--- src/rtl/pic_pkg.sv ---
package pic_pkg;
    localparam int LINES = 8;
    localparam int IDX_W = $clog2(LINES);
    localparam int DW    = 8;

    typedef enum logic [1:0] {
        INIT_IDLE,
        INIT_BASE,
        INIT_CASC,
        INIT_MODE
    } init_state_e;

    typedef struct packed {
        logic start;
        logic cmd_eoi;
        logic cmd_rdsel;
        logic aux_load;
    } wr_decode_t;

    function automatic logic [LINES-1:0] lowest_onehot(input logic [LINES-1:0] v);
        return v & (~v + 1'b1);
    endfunction

    function automatic logic [IDX_W-1:0] onehot_to_idx(input logic [LINES-1:0] oh);
        logic [IDX_W-1:0] r;
        r = '0;
        for (int i = 0; i < LINES; i++)
            if (oh[i]) r = r | IDX_W'(i);
        return r;
    endfunction
endpackage

--- src/rtl/pic_regif.sv ---
module pic_regif
    import pic_pkg::*;
#(
    parameter int N = LINES
) (
    input  logic          clk,
    input  logic          rst,
    input  logic          wr_en,
    input  logic          addr,
    input  logic [DW-1:0] wr_data,
    output logic [N-1:0]  mask,
    output logic [DW-1:0] base,
    output logic [DW-1:0] casc,
    output logic          ltim,
    output logic          sel_isr,
    output logic          eoi
);
    init_state_e state;
    logic        need_mode;
    wr_decode_t  dec;

    always_comb begin
        dec.start     = wr_en && !addr && wr_data[4];
        dec.cmd_eoi   = wr_en && !addr && (wr_data[4:3] == 2'b00) && (wr_data[7:5] == 3'b001);
        dec.cmd_rdsel = wr_en && !addr && (wr_data[4:3] == 2'b01) && wr_data[1];
        dec.aux_load  = wr_en && addr;
    end

    assign eoi = dec.cmd_eoi;

    always_ff @(posedge clk) begin
        if (rst) begin
            state     <= INIT_IDLE;
            need_mode <= 1'b0;
            mask      <= '1;
            base      <= '0;
            casc      <= '0;
            ltim      <= 1'b0;
            sel_isr   <= 1'b0;
        end else if (dec.start) begin
            state     <= INIT_BASE;
            need_mode <= wr_data[0];
            ltim      <= wr_data[3];
            sel_isr   <= 1'b0;
        end else begin
            if (dec.cmd_rdsel) sel_isr <= wr_data[0];
            if (dec.aux_load) begin
                case (state)
                    INIT_IDLE: mask <= wr_data[N-1:0];
                    INIT_BASE: begin
                        base  <= wr_data;
                        state <= INIT_CASC;
                    end
                    INIT_CASC: begin
                        casc  <= wr_data;
                        state <= need_mode ? INIT_MODE : INIT_IDLE;
                    end
                    default:   state <= INIT_IDLE;
                endcase
            end
        end
    end

    AST_INIT_MASK_HOLD: assert property (@(posedge clk) disable iff (rst)
        (dec.aux_load && state != INIT_IDLE) |=> $stable(mask));
    AST_START_SELECTS_IRR: assert property (@(posedge clk) disable iff (rst)
        dec.start |=> !sel_isr);
endmodule

--- src/rtl/pic_req.sv ---
module pic_req
    import pic_pkg::*;
#(
    parameter int N = LINES
) (
    input  logic         clk,
    input  logic         rst,
    input  logic [N-1:0] lines,
    input  logic [N-1:0] level_sel,
    input  logic [N-1:0] ack_clr,
    output logic [N-1:0] irr
);
    logic [N-1:0] prev_q;
    logic [N-1:0] latch_q;
    logic [N-1:0] rise;

    assign rise = lines & ~prev_q;
    assign irr  = (level_sel & lines) | (~level_sel & latch_q);

    always_ff @(posedge clk) begin
        if (rst) begin
            prev_q  <= '0;
            latch_q <= '0;
        end else begin
            prev_q  <= lines;
            latch_q <= (latch_q & ~ack_clr) | rise;
        end
    end

    AST_EDGE_CONSUMED: assert property (@(posedge clk) disable iff (rst)
        ((ack_clr & ~rise) != '0) |=> ((latch_q & $past(ack_clr & ~rise)) == '0));
endmodule

--- src/rtl/pic_resolve.sv ---
module pic_resolve
    import pic_pkg::*;
#(
    parameter int N = LINES
) (
    input  logic [N-1:0] irr,
    input  logic [N-1:0] mask,
    input  logic [N-1:0] isr,
    output logic [N-1:0] pend,
    output logic [N-1:0] win_oh,
    output logic         int_out
);
    logic [N-1:0] isr_top;

    always_comb begin
        pend    = irr & ~mask;
        win_oh  = lowest_onehot(pend);
        isr_top = lowest_onehot(isr);
        // both are one-hot, so a smaller value means a lower line index
        int_out = (pend != '0) && ((isr == '0) || (win_oh < isr_top));
    end
endmodule

--- src/rtl/prio_irq_ctrl.sv ---
module prio_irq_ctrl
    import pic_pkg::*;
(
    input  logic         clk,
    input  logic         rst,
    input  logic         wr_en,
    input  logic         addr,
    input  logic [7:0]   wr_data,
    input  logic         trig_we,
    output logic [7:0]   rd_data,
    input  logic [7:0]   irq_in,
    input  logic         inta,
    output logic         int_out,
    output logic [7:0]   vec_out,
    output logic [7:0]   cascade_cfg
);
    localparam int N = LINES;

    logic [N-1:0]  mask, trig_q, level_sel, irr, pend, win_oh, isr_q;
    logic [N-1:0]  ack_oh, eoi_clr;
    logic [DW-1:0] base;
    logic          ltim, sel_isr, eoi, ack_take;
    logic [IDX_W-1:0] vec_idx;

    pic_regif #(.N(N)) regif_i (
        .clk(clk), .rst(rst), .wr_en(wr_en), .addr(addr), .wr_data(wr_data),
        .mask(mask), .base(base), .casc(cascade_cfg), .ltim(ltim),
        .sel_isr(sel_isr), .eoi(eoi)
    );

    assign level_sel = trig_q | {N{ltim}};

    pic_req #(.N(N)) req_i (
        .clk(clk), .rst(rst), .lines(irq_in), .level_sel(level_sel),
        .ack_clr(ack_oh), .irr(irr)
    );

    pic_resolve #(.N(N)) res_i (
        .irr(irr), .mask(mask), .isr(isr_q),
        .pend(pend), .win_oh(win_oh), .int_out(int_out)
    );

    assign ack_take = inta && (pend != '0);
    assign ack_oh   = ack_take ? win_oh : '0;
    assign eoi_clr  = eoi ? lowest_onehot(isr_q) : '0;
    assign vec_idx  = (pend != '0) ? onehot_to_idx(win_oh) : IDX_W'(N - 1);
    assign vec_out  = inta ? (base + {{(DW-IDX_W){1'b0}}, vec_idx}) : '0;
    assign rd_data  = addr ? mask : (sel_isr ? isr_q : irr);

    always_ff @(posedge clk) begin
        if (rst) begin
            trig_q <= '0;
            isr_q  <= '0;
        end else begin
            if (trig_we) trig_q <= wr_data[N-1:0];
            isr_q <= (isr_q & ~eoi_clr) | ack_oh;
        end
    end

    AST_INT_NEEDS_PEND: assert property (@(posedge clk) disable iff (rst)
        int_out |-> (pend != '0));
    AST_ACK_ENTERS_ISR: assert property (@(posedge clk) disable iff (rst)
        ack_take |=> ((isr_q & $past(win_oh)) != '0));
    AST_EOI_DROPS_ONE: assert property (@(posedge clk) disable iff (rst)
        (eoi && isr_q != '0 && !inta) |=> ($countones(isr_q) == $past($countones(isr_q)) - 1));
    AST_SPURIOUS_QUIET: assert property (@(posedge clk) disable iff (rst)
        (inta && pend == '0 && !eoi) |=> $stable(isr_q));
endmodule

--- config.mk ---
export PLATFORM = sky130hd
export DESIGN_NAME = prio_irq_ctrl
export DESIGN_NICKNAME = d
export VERILOG_FILES = /design/src/rtl/pic_pkg.sv /design/src/rtl/pic_regif.sv /design/src/rtl/pic_req.sv /design/src/rtl/pic_resolve.sv /design/src/rtl/prio_irq_ctrl.sv
export SDC_FILE = /design/constraint.sdc
export NUM_CORES = 1
export LEC_CHECK = 0
export ABC_CLOCK_PERIOD_IN_PS = 3500
export BUFFER_PORTS_ARGS = -buffer_cell sky130_fd_sc_hd__buf_4
export CAP_MARGIN = 20
export CORE_ASPECT_RATIO = 0.8
export CORE_MARGIN = 1
export CORE_UTILIZATION = 25
export CTS_CLUSTER_DIAMETER = 150
export DETAILED_ROUTE_END_ITERATION = 10
export GPL_TIMING_DRIVEN = 1
export PLACE_DENSITY = 0.42
export RECOVER_POWER = 25
export SYNTH_ARGS = -nofsm -noshare
export SYNTH_HDL_FRONTEND = slang
export SYNTH_SLANG_ARGS = --single-unit
--- constraint.sdc ---
create_clock -name clk -period 3.5 [get_ports clk]
set_input_delay 0 -clock clk [delete_from_list [all_inputs] [get_ports clk]]
set_output_delay 0 -clock clk [all_outputs]
set_load 0.05 [all_outputs]
==> results of run 1 <==
-- kinds of logic (layout without fill, tap and decap cells) --
family / Yosys count / count (layout) / synth area share [%]
AOI/OAI and AO/OA: 68 / 68 / 13.8
xor gates and xnor gates: 4 / 4 / 1.10
adders and majority gates: 14 / 14 / 5.71
buffers and inverters: 31 / 95 / 4.03
DFF: 61 / 61 / 38.2
muxes: 36 / 36 / 11.3
and+or+nand+nor: 158 / 158 / 25.9
-- state kept, by name, summed over array words and instances, names as in the netlist --
name,count
regif_i.ltim,1
regif_i.mask,8
req_i.prev_q,8
regif_i.base,8
regif_i.casc,8
regif_i.state,2
isr_q,8
req_i.latch_q,8
regif_i.sel_isr,1
trig_q,8
regif_i.need_mode,1
-- per-layer routing --
metal / wire [um] / global-route usage [%] / vias up
li1: - / - / 1417
met1: 4860 / 21.4 / 1290
met2: 3820 / 22.2 / 61
met3: 486 / 4.12 / 7
met4: 62 / 4.34 / 0
met5: 0 / 0 / -
-- synthesized netlist by cell type (2+ instances only) --
master    number  share of area, %
ha_1          13               5.1
nor2_1        40               4.7
nor2b_1       15               2.9
a31o_1         3              0.82
or3b_1         6               1.6
and3_1         3              0.59
nor4b_1        2              0.55
nand3b_1       3              0.70
nand3_1       15               2.3
nor3b_1        5               1.2
a21oi_1       18               2.8
a21oi_2        4               1.1
o21ai_2        2              0.55
o21ai_1        4              0.63
nand2_1       42               4.9
and2_1         8               1.6
nor3_1         3              0.47
a32o_1         3              0.94
inv_1         14               1.6
clkbuf_1      13               1.5
nand2b_1       3              0.59
a21o_1         3              0.70
mux2_2         2              0.70
dfxtp_1       61                38
o211ai_1       3              0.70
nand4_1        3              0.59
xnor2_1        3              0.82
o21ai_0       17               2.7
o31ai_1        2              0.47
a221oi_1       2              0.55
mux2i_1       34                11
-- final cells by class --
type / instances / share of cell area, %
timing repair buffer: 64 / 10.9
clock buffer: 10 / 5.77
clock inverter: 6 / 1.51
sequential: 61 / 29.6
multi-input combinational: 280 / 45.7
inverter: 15 / 1.36
tap: 171 / 5.17
-- what timing repair did --
action / CTS / global route
endpoints found under the hold margin: 41 / 0
endpoints found under the setup margin: 3 / 3
gates resized for setup: 2 / 9
buffers inserted: 0 / 1
hold buffers: 16 / 0
pin swaps: 0 / 1
-- layout by cell type, fill, tap and decap left out, types with 3 or more instances in the layout --
cell type	instances
ha_1	12
nor2_1	40
o211ai_1	3
and2_1	8
dlygate4sd3_1	16
nand4_1	3
nand2_1	42
a32o_1	3
a21o_1	3
nand2b_1	3
inv_1	14
xnor2_1	3
mux2i_1	34
clkinvlp_4	3
buf_4	27
or3b_1	5
clkbuf_4	3
dfxtp_1	60
nand3_1	15
a21oi_4	3
nor3b_1	5
clkbuf_1	18
a21oi_1	18
clkbuf_16	9
nor3_1	3
o21ai_0	16
and3_1	3
nor2b_1	14
nand3b_1	3
o21ai_1	5
a31o_1	3
-- worst max-delay path: cells and delay by family (launching register included) --
kind	cells	cell delay, ps
XOR/XNOR	1	150
AND/OR/NAND/NOR	5	1120
AO/OA/AOI/OAI	2	420
adder cells (fa/ha/maj)	2	660
flip-flops	1	400
buffers and inverters	2	230
-- power breakdown --
| group | internal (mW) | switching, mW |
|---|---|---|
| clock network | 0.567 | 0.325 |
| registers | 0.726 | 0.0255 |
| logic | 0.132 | 0.209 |
-- stage by stage --
step | area (um2) | TNS, ps | cells | setup slack, ps | hold WS (ps)
final | 4140 | 0 | 607 | 171 | 58.2
after global routing | 4140 | -0.590 | 607 | -0.590 | 62.5
after CTS | 4160 | 0 | 606 | 26.3 | 57.2
after detailed placement | 3690 | 0 | 574 | 265 | 242
after global placement | 3690 | 0 | 574 | 372 | 238
after floorplan | 3200 | 0 | 372 | 267 | 124
-- path summary, 6_finish.rpt --
check                               from                     endpoint  slack [ps]
max            regif_i.ltim$_SDFFE_PP0P_                   vec_out[6]         170
min reg2reg  req_i.latch_q[2]$_SDFF_PP0_  req_i.latch_q[2]$_SDFF_PP0_         470
max reg2reg    regif_i.ltim$_SDFFE_PP0P_  req_i.latch_q[6]$_SDFF_PP0_        1550
min                              trig_we       trig_q[1]$_SDFFE_PP0P_          60
==> impl_metrics.yaml, run 1 <==
outcome:
  outcome: "complete, no violations"
clocking:
  htreeDepth: 3
  cts_tree: "yes"
  cts-buffers-inserted: 9
  root_buffer: "clkbuf_16"
  path_clk_slew_ps: 50
  clock_latency_ps: 330
  cts.sinks: 61
  cts_max_path_buffers: 2
route:
  drt-wirelength-per-cell_um: 15.2
  drc_errors: 0
  first_pass_iters: 4
  num_vias: 2775
  postRouteAntennaNets: 0
  drt-total-wl_um: 9230
  via_per_inst: 4.57
  drt_iter0_drc: 153
final_layout:
  fin_util_pct: 33.6
  layout-drive-gt1-share_pct: 15.1
  area_delta_synth_final_pct: 29.4
  antenna_cells: 0
  fin_nets: 467
  n_fill_cell: 1330
  multiInputGateArea_um2: 1890
  seq_area_um2: 1220
synthesis:
  yosys_warnings: 0
  yosys_most_used_dff: "dfxtp_1"
  async_flop_share_pct: 0
  synth.ff_latch_count: 61
  synthCells: 372
  ys_types: 54
  syn-num-nets: 408
  synth_edf_count: 0
  synthesis.area_um2: 3200
  postSynthAreaPerCell_um2: 8.60
  synth_seq_area_share_pct: 38.2
floorplanning:
  core-area_um2: 12300
  dieHeight_um: 103
  die-width_um: 128
  start_util_pct: 25.9
  dieArea_um2: 13300
  ioPinCount: 47
  rows: 36
min_path:
  hold_depth: 3
  hold_path_class: "input port to flop"
critical_path:
  slowest_delay_ps: 430
  cp_slowest_cell: "fa_1"
  cp-start-kind: "flop"
  crit_required_ps: 3500
  end_kind: "output port"
  critPathArrivalTime_ps: 3330
  cp_max_fo: 16
  path_cells: "or3b_4, and2_1, or2_1, a221oi_2, ha_2, inv_1, fa_1, nor2b_2, o2111ai_1, xnor2_1, and2_1, buf_4"
  cpMostUsedCell: "and2_1"
  reg2regPathDepth: 6
  path_class: "flop to output port"
timing:
  max_slew.worst_pin.slew_ps: 661
  fmax_mhz: 300
  final_max_slew_viol_count: 0
  min_period_ps: 3330
  setup_viol_count_final: 0
  hold_viol_final: 0
  relSlewSlack_pct: 55.3
  fin_crit_sh_pct: 95.1
  clock_skew_ps: 5.65
grt:
  grt_pass1_wl_um: 15000
  grt_usage_pct: 15.1
  grt_pass1_vias: 2783
  grt_max_degree: 47
  grt-ovfl-total: 0
  antenna_found_initial: 0
flow_run:
  maxCapViolations: 0
pwr:
  power_density_nw_per_um2: 479
  leakagePower_nw: 1.75
  p_total_mw: 1.98
  ir_drop_v: 0.000246
place:
  place.gp.congestion: 0.755
  io_buffer_count: 46
  dp.final_hpwl_um: 6720
Power figures use the tool's default switching activity.
==> inputs of run 2 (changes only) <==
Settings changed: BUFFER_PORTS_ARGS -buffer_cell sky130_fd_sc_hd__buf_4 to default, CORE_MARGIN 1 to 4, DONT_BUFFER_PORTS from default to 1, PLACE_DENSITY 0.42 to 0.39.
==> impl_metrics.yaml, run 2 (synthesis results as in run 1) <==
route:
  drt-total-wl_um: 10000
  drt-wirelength-per-cell_um: 17.3
  drc_errors: 0
  postRouteAntennaNets: 0
  first_pass_iters: 6
  via_per_inst: 4.72
  num_vias: 2732
  drt_iter0_drc: 111
place:
  place.gp.congestion: 0.766
  io_buffer_count: 0
  dp.final_hpwl_um: 6940
  post-place-cells: 535
clocking:
  cts_max_path_buffers: 2
  cts-buffers-inserted: 9
  path_clk_slew_ps: 60
  htreeDepth: 3
  post_cts_buffers: 0
  clock_latency_ps: 340
  cts_tree: "yes"
  root_buffer: "clkbuf_16"
  cts.sinks: 61
timing:
  max_slew.worst_pin.slew_ps: 2280
  relSlewSlack_pct: -51.7
  rsz0062_at_grt: "true"
  clock_skew_ps: 8.13
  tns_ps: 0
  setup_viol_count_final: 0
  min_period_ps: 3360
  fin_crit_sh_pct: 95.9
  fmax_mhz: 298
  hold_viol_final: 0
  final_max_slew_viol_count: 47
critical_path:
  slowest_delay_ps: 440
  cp_slowest_cell: "or3b_1"
  cp_max_fo: 16
  reg2regPathDepth: 6
  path_class: "flop to output port"
  critPathArrivalTime_ps: 3360
  r2r_start: "regif_i.ltim$_SDFFE_PP0P_"
  cpMostUsedCell: "and2_1"
  crit_required_ps: 3500
  cp-endpoint: "vec_out[6]"
  cp_top_family: "simple AND/OR/NAND/NOR gates"
  end_kind: "output port"
  critPathLaunch: "regif_i.ltim$_SDFFE_PP0P_"
  cp-start-kind: "flop"
  crit_cells: 12
  path_buf_inv: 2
  r2r_end: "req_i.latch_q[0]$_SDFF_PP0_"
  path_cells: "or3b_1, and2_1, or2_1, a221oi_2, ha_1, inv_1, fa_1, nor2b_4, o2111ai_1, xnor2_1, and2_1, buf_4"
  reg2reg_setup_slack_ps: 1240
final_layout:
  n_fill_cell: 1335
  antenna_cells: 0
  layout-drive-gt1-share_pct: 10.5
  fin_nets: 439
  area_delta_synth_final_pct: 24.4
  mostFrequentLayoutCells: "dfxtp_1, nand2_1, nor2_1, mux2i_1, dlygate4sd3_1"
  fin_cells: 579
  final_common_cell: "dfxtp_1"
pwr:
  power_density_nw_per_um2: 471
  internal-power_mw: 1.32
  ir_drop_v: 0.000197
  leakagePower_nw: 1.67
  power_switching_share_pct: 29.8
  power_frac_clock_pct: 43.4
  power_frac_seq_pct: 40.1
  p_comb_share_pct: 16.5
  power_switching_mw: 0.559
outcome:
  outcome: "complete, but fails checks"
  violations: "max-capacitance violations, max-slew violations"
min_path:
  hold_path_class: "input port to flop"
grt:
  grt_pass1_vias: 2819
  antenna_found_initial: 0
  grt_pass1_wl_um: 16200
  grt-ovfl-total: 0
  grt_max_degree: 47
  grt_usage_pct: 14.6
floorplanning:
  ioPinCount: 47
  die-width_um: 134
  start_util_pct: 25.9
  dieHeight_um: 109
  dieArea_um2: 14700
  rows: 36
  core-area_um2: 12300
flow_run:
  maxCapViolations: 1
==> run 2: power by group through the flow <==
| stage | Sequential [mW] | Clock [mW] | Combinational, mW |
|---|---|---|---|
| 2_1_floorplan | 0.755 | 0 | 0.227 |
| 3_3_place_gp | 0.766 | 0 | 0.258 |
| 3_5_place_dp | 0.766 | 0 | 0.261 |
| 4_1_cts | 0.751 | 0.833 | 0.314 |
| 5_1_grt | 0.755 | 0.866 | 0.341 |
| 6_report | 0.752 | 0.813 | 0.310 |
==> run 2: metrics by stage <==
step                      utilization (%)  power, mW  cell area, um2  hold WS (ps)  worst slack, ps
after floorplan                         -      0.982            3200           124              267
after global placement               27.6       1.02            3410          79.8              301
after detailed placement             27.6       1.03            3410          79.8              227
after CTS                            32.3       1.90            3980         0.525             25.1
after global routing                 32.2       1.96            3980          18.0            -18.9
final                                32.2       1.87            3980        0.0298              144
==> run 2: cell type report <==
type / count / area [um2] / area share [%]
clock buffers: 9 / 225 / 5.66
multi-input cells: 280 / 1880 / 47.4
clock inverters: 7 / 42.5 / 1.07
inverters: 15 / 56.3 / 1.42
well taps: 171 / 214 / 5.38
repair buffers: 36 / 334 / 8.40
flip-flops and latches: 61 / 1220 / 30.7
==> run 2: timing repair <==
action / CTS / global route
pin swaps: 0 / 0
hold buffers: 28 / 0
endpoints found under the setup margin: 3 / 3
hold endpoints to repair: 61 / 0
resized for setup: 4 / 3
==> run 2: worst min-delay path by stage <==
stage,startpoint,to,depth (start not counted)
3_5_place_dp,rst,isr_q[0]$_SDFF_PP0_,1
3_3_place_gp,rst,isr_q[0]$_SDFF_PP0_,1
4_1_cts,irq_in[5],req_i.latch_q[5]$_SDFF_PP0_,3
2_1_floorplan,wr_data[0],regif_i.mask[0]$_SDFFE_PP1P_,2
6_report,irq_in[5],req_i.latch_q[5]$_SDFF_PP0_,3
5_1_grt,irq_in[3],req_i.latch_q[3]$_SDFF_PP0_,2
==> run 2: routing by layer <==
metal	vias to the layer above	track usage, %	wire length (um)
li1	1369	-	-
met1	1301	19.5	5020
met2	49	22.0	4260
met3	13	5.30	532
met4	0	4.65	210
met5	-	0	0
==> run 2: worst reg2reg max path, cell delays in order (launching register included) <==
cell,delay [ps]
dfxtp_2,410
or4b_1,510
o21ai_2,200
nand2_1,180
a21oi_1,170
nor2_1,50
dlygate4sd3_1,630
==> inputs of run 3 (changes only) <==
==> constraint.sdc (replaced) <==
create_clock -name clk -period 3.5 [get_ports clk]
set_input_delay 0.35 -clock clk [delete_from_list [all_inputs] [get_ports clk]]
set_output_delay 0.35 -clock clk [all_outputs]
set_load 0.05 [all_outputs]
==> impl_metrics.yaml, run 3 (synthesis results as in run 1) <==
outcome:
  outcome: "complete, no violations"
timing:
  relSlewSlack_pct: 54.2
  hold_viol_final: 0
  fmax_mhz: 286
  max_slew.worst_pin.slew_ps: 682
  rsz0062_at_grt: "true"
  clock_skew_ps: 4.15
  min_period_ps: 3500
  fin_crit_sh_pct: 100
  setup_viol_count_final: 0
  final_max_slew_viol_count: 0
pwr:
  power_switching_share_pct: 28.7
  p_comb_share_pct: 17.6
  power_density_nw_per_um2: 465
  ir_drop_v: 0.000228
  internal-power_mw: 1.37
  leakagePower_nw: 1.75
  p_total_mw: 1.92
  power_frac_clock_pct: 43.3
  power_frac_seq_pct: 39.2
  power_switching_mw: 0.550
grt:
  grt_max_degree: 48
  grt_pass1_wl_um: 16000
  grt_util_met3_pct: 4.47
  globalRouteMet2Util_pct: 21.2
  grtUsageMet1_pct: 19.7
  grt-ovfl-total: 0
  busiest_layer: "met2"
  antenna_found_initial: 1
  grt_pass1_vias: 2797
  grt_usage_pct: 14.3
min_path:
  hold_path_class: "input port to flop"
  hold_start: "rst"
  hold_depth: 1
  min_to: "isr_q[3]$_SDFF_PP0_"
critical_path:
  cpMostUsedCell: "and2_4"
  cp_slowest_cell: "or3b_4"
  r2r_end: "req_i.latch_q[7]$_SDFF_PP0_"
  end_kind: "output port"
  crit_required_ps: 3150
  cp_top_family: "simple AND/OR/NAND/NOR gates"
  path_cells: "or3b_4, and2_4, or2_4, a221oi_4, ha_2, inv_2, fa_2, nor2b_4, o2111ai_2, xnor2_1, and2_4, buf_12"
  slowest_delay_ps: 400
  path_buf_inv: 2
  cp-start-kind: "flop"
  cp_max_fo: 7
  reg2reg_setup_slack_ps: 1500
  critPathArrivalTime_ps: 3150
  path_class: "flop to output port"
  r2r_start: "regif_i.ltim$_SDFFE_PP0P_"
  reg2regPathDepth: 8
final_layout:
  finalInstanceArea_um2: 4120
  fin_nets: 442
  final_common_cell: "dfxtp_1"
  mostFrequentLayoutCells: "dfxtp_1, nand2_1, nor2_1, mux2i_1, buf_4"
  fin_util_pct: 33.4
  area_delta_synth_final_pct: 28.9
  layout-drive-gt1-share_pct: 23.6
floorplanning:
  rows: 36
  dieHeight_um: 109
  core-area_um2: 12300
  dieArea_um2: 14700
  start_util_pct: 25.9
  ioPinCount: 47
  die-width_um: 134
route:
  drt_iter0_drc: 141
  drt-total-wl_um: 9990
  via_per_inst: 4.75
  drc_errors: 0
  num_vias: 2767
  postRouteAntennaNets: 0
  first_pass_iters: 4
  drt-wirelength-per-cell_um: 17.1
place:
  place.gp.congestion: 0.804
  io_buffer_count: 0
  dp.final_hpwl_um: 7210
  placed_area_um2: 3620
clocking:
  cts-buffers-inserted: 9
  root_buffer: "clkbuf_16"
  cts_max_path_buffers: 2
  clock_latency_ps: 330
  path_clk_slew_ps: 60
  htreeDepth: 3
  cts.sinks: 61
  cts_tree: "yes"
flow_run:
  maxCapViolations: 0
## run 3: what timing repair did
action	in CTS	in global routing
setup buffers	7	0
pin swaps	13	12
endpoints found under the setup margin	7	7
gates resized for setup	27	15
hold buffers	0	0
## run 3: layer usage
layer  vias up  routed length (um)
met5         -                   0
met4         0                 145
met3        15                 575
met2        57                4210
met1      1318                5060
li1       1377                   -
## run 3: power groups by stage
stage / logic [mW] / clock network, mW / registers (mW)
6_report: 0.337 / 0.830 / 0.751
5_1_grt: 0.367 / 0.880 / 0.755
4_1_cts: 0.328 / 0.848 / 0.750
3_5_place_dp: 0.298 / 0 / 0.765
3_3_place_gp: 0.296 / 0 / 0.766
2_1_floorplan: 0.228 / 0 / 0.755
## run 3: per-stage QoR
step,instances,setup WS (ps),TNS (ps),hold slack [ps]
floorplan,372,78.6,0,440
global placement,559,35.8,0,429
detailed placement,559,-11.4,-11.4,430
CTS,582,-50.1,-60.0,75.1
global route,583,-141,-410,80.5
finish,583,0.585,0,86.5
## run 3: final cells by class
| type | count | area (um2) |
|---|---|---|
| sequential | 61 | 1230 |
| multi-input combinational | 280 | 2000 |
| clock buffer | 11 | 243 |
| inverter | 15 | 56.3 |
| tap | 171 | 214 |
| clock inverter | 5 | 36.3 |
| fill | 1286 | 8220 |
| timing repair buffer | 39 | 342 |
| antenna | 1 | 2.50 |
## run 3: how the worst max path moves through the flow
| stage | startpoint | to | slack [ps] | depth (start not counted) |
|---|---|---|---|---|
| final | regif_i.ltim$_SDFFE_PP0P_ | vec_out[6] | 0.6 | 12 |
| after global routing | regif_i.ltim$_SDFFE_PP0P_ | vec_out[6] | -140 | 12 |
| after CTS | regif_i.ltim$_SDFFE_PP0P_ | vec_out[6] | -50 | 12 |
| after detailed placement | regif_i.ltim$_SDFFE_PP0P_ | vec_out[6] | -10 | 12 |
| after global placement | regif_i.ltim$_SDFFE_PP0P_ | vec_out[6] | 40 | 12 |
| after floorplan | isr_q[2]$_SDFF_PP0_ | int_out | 80 | 9 |
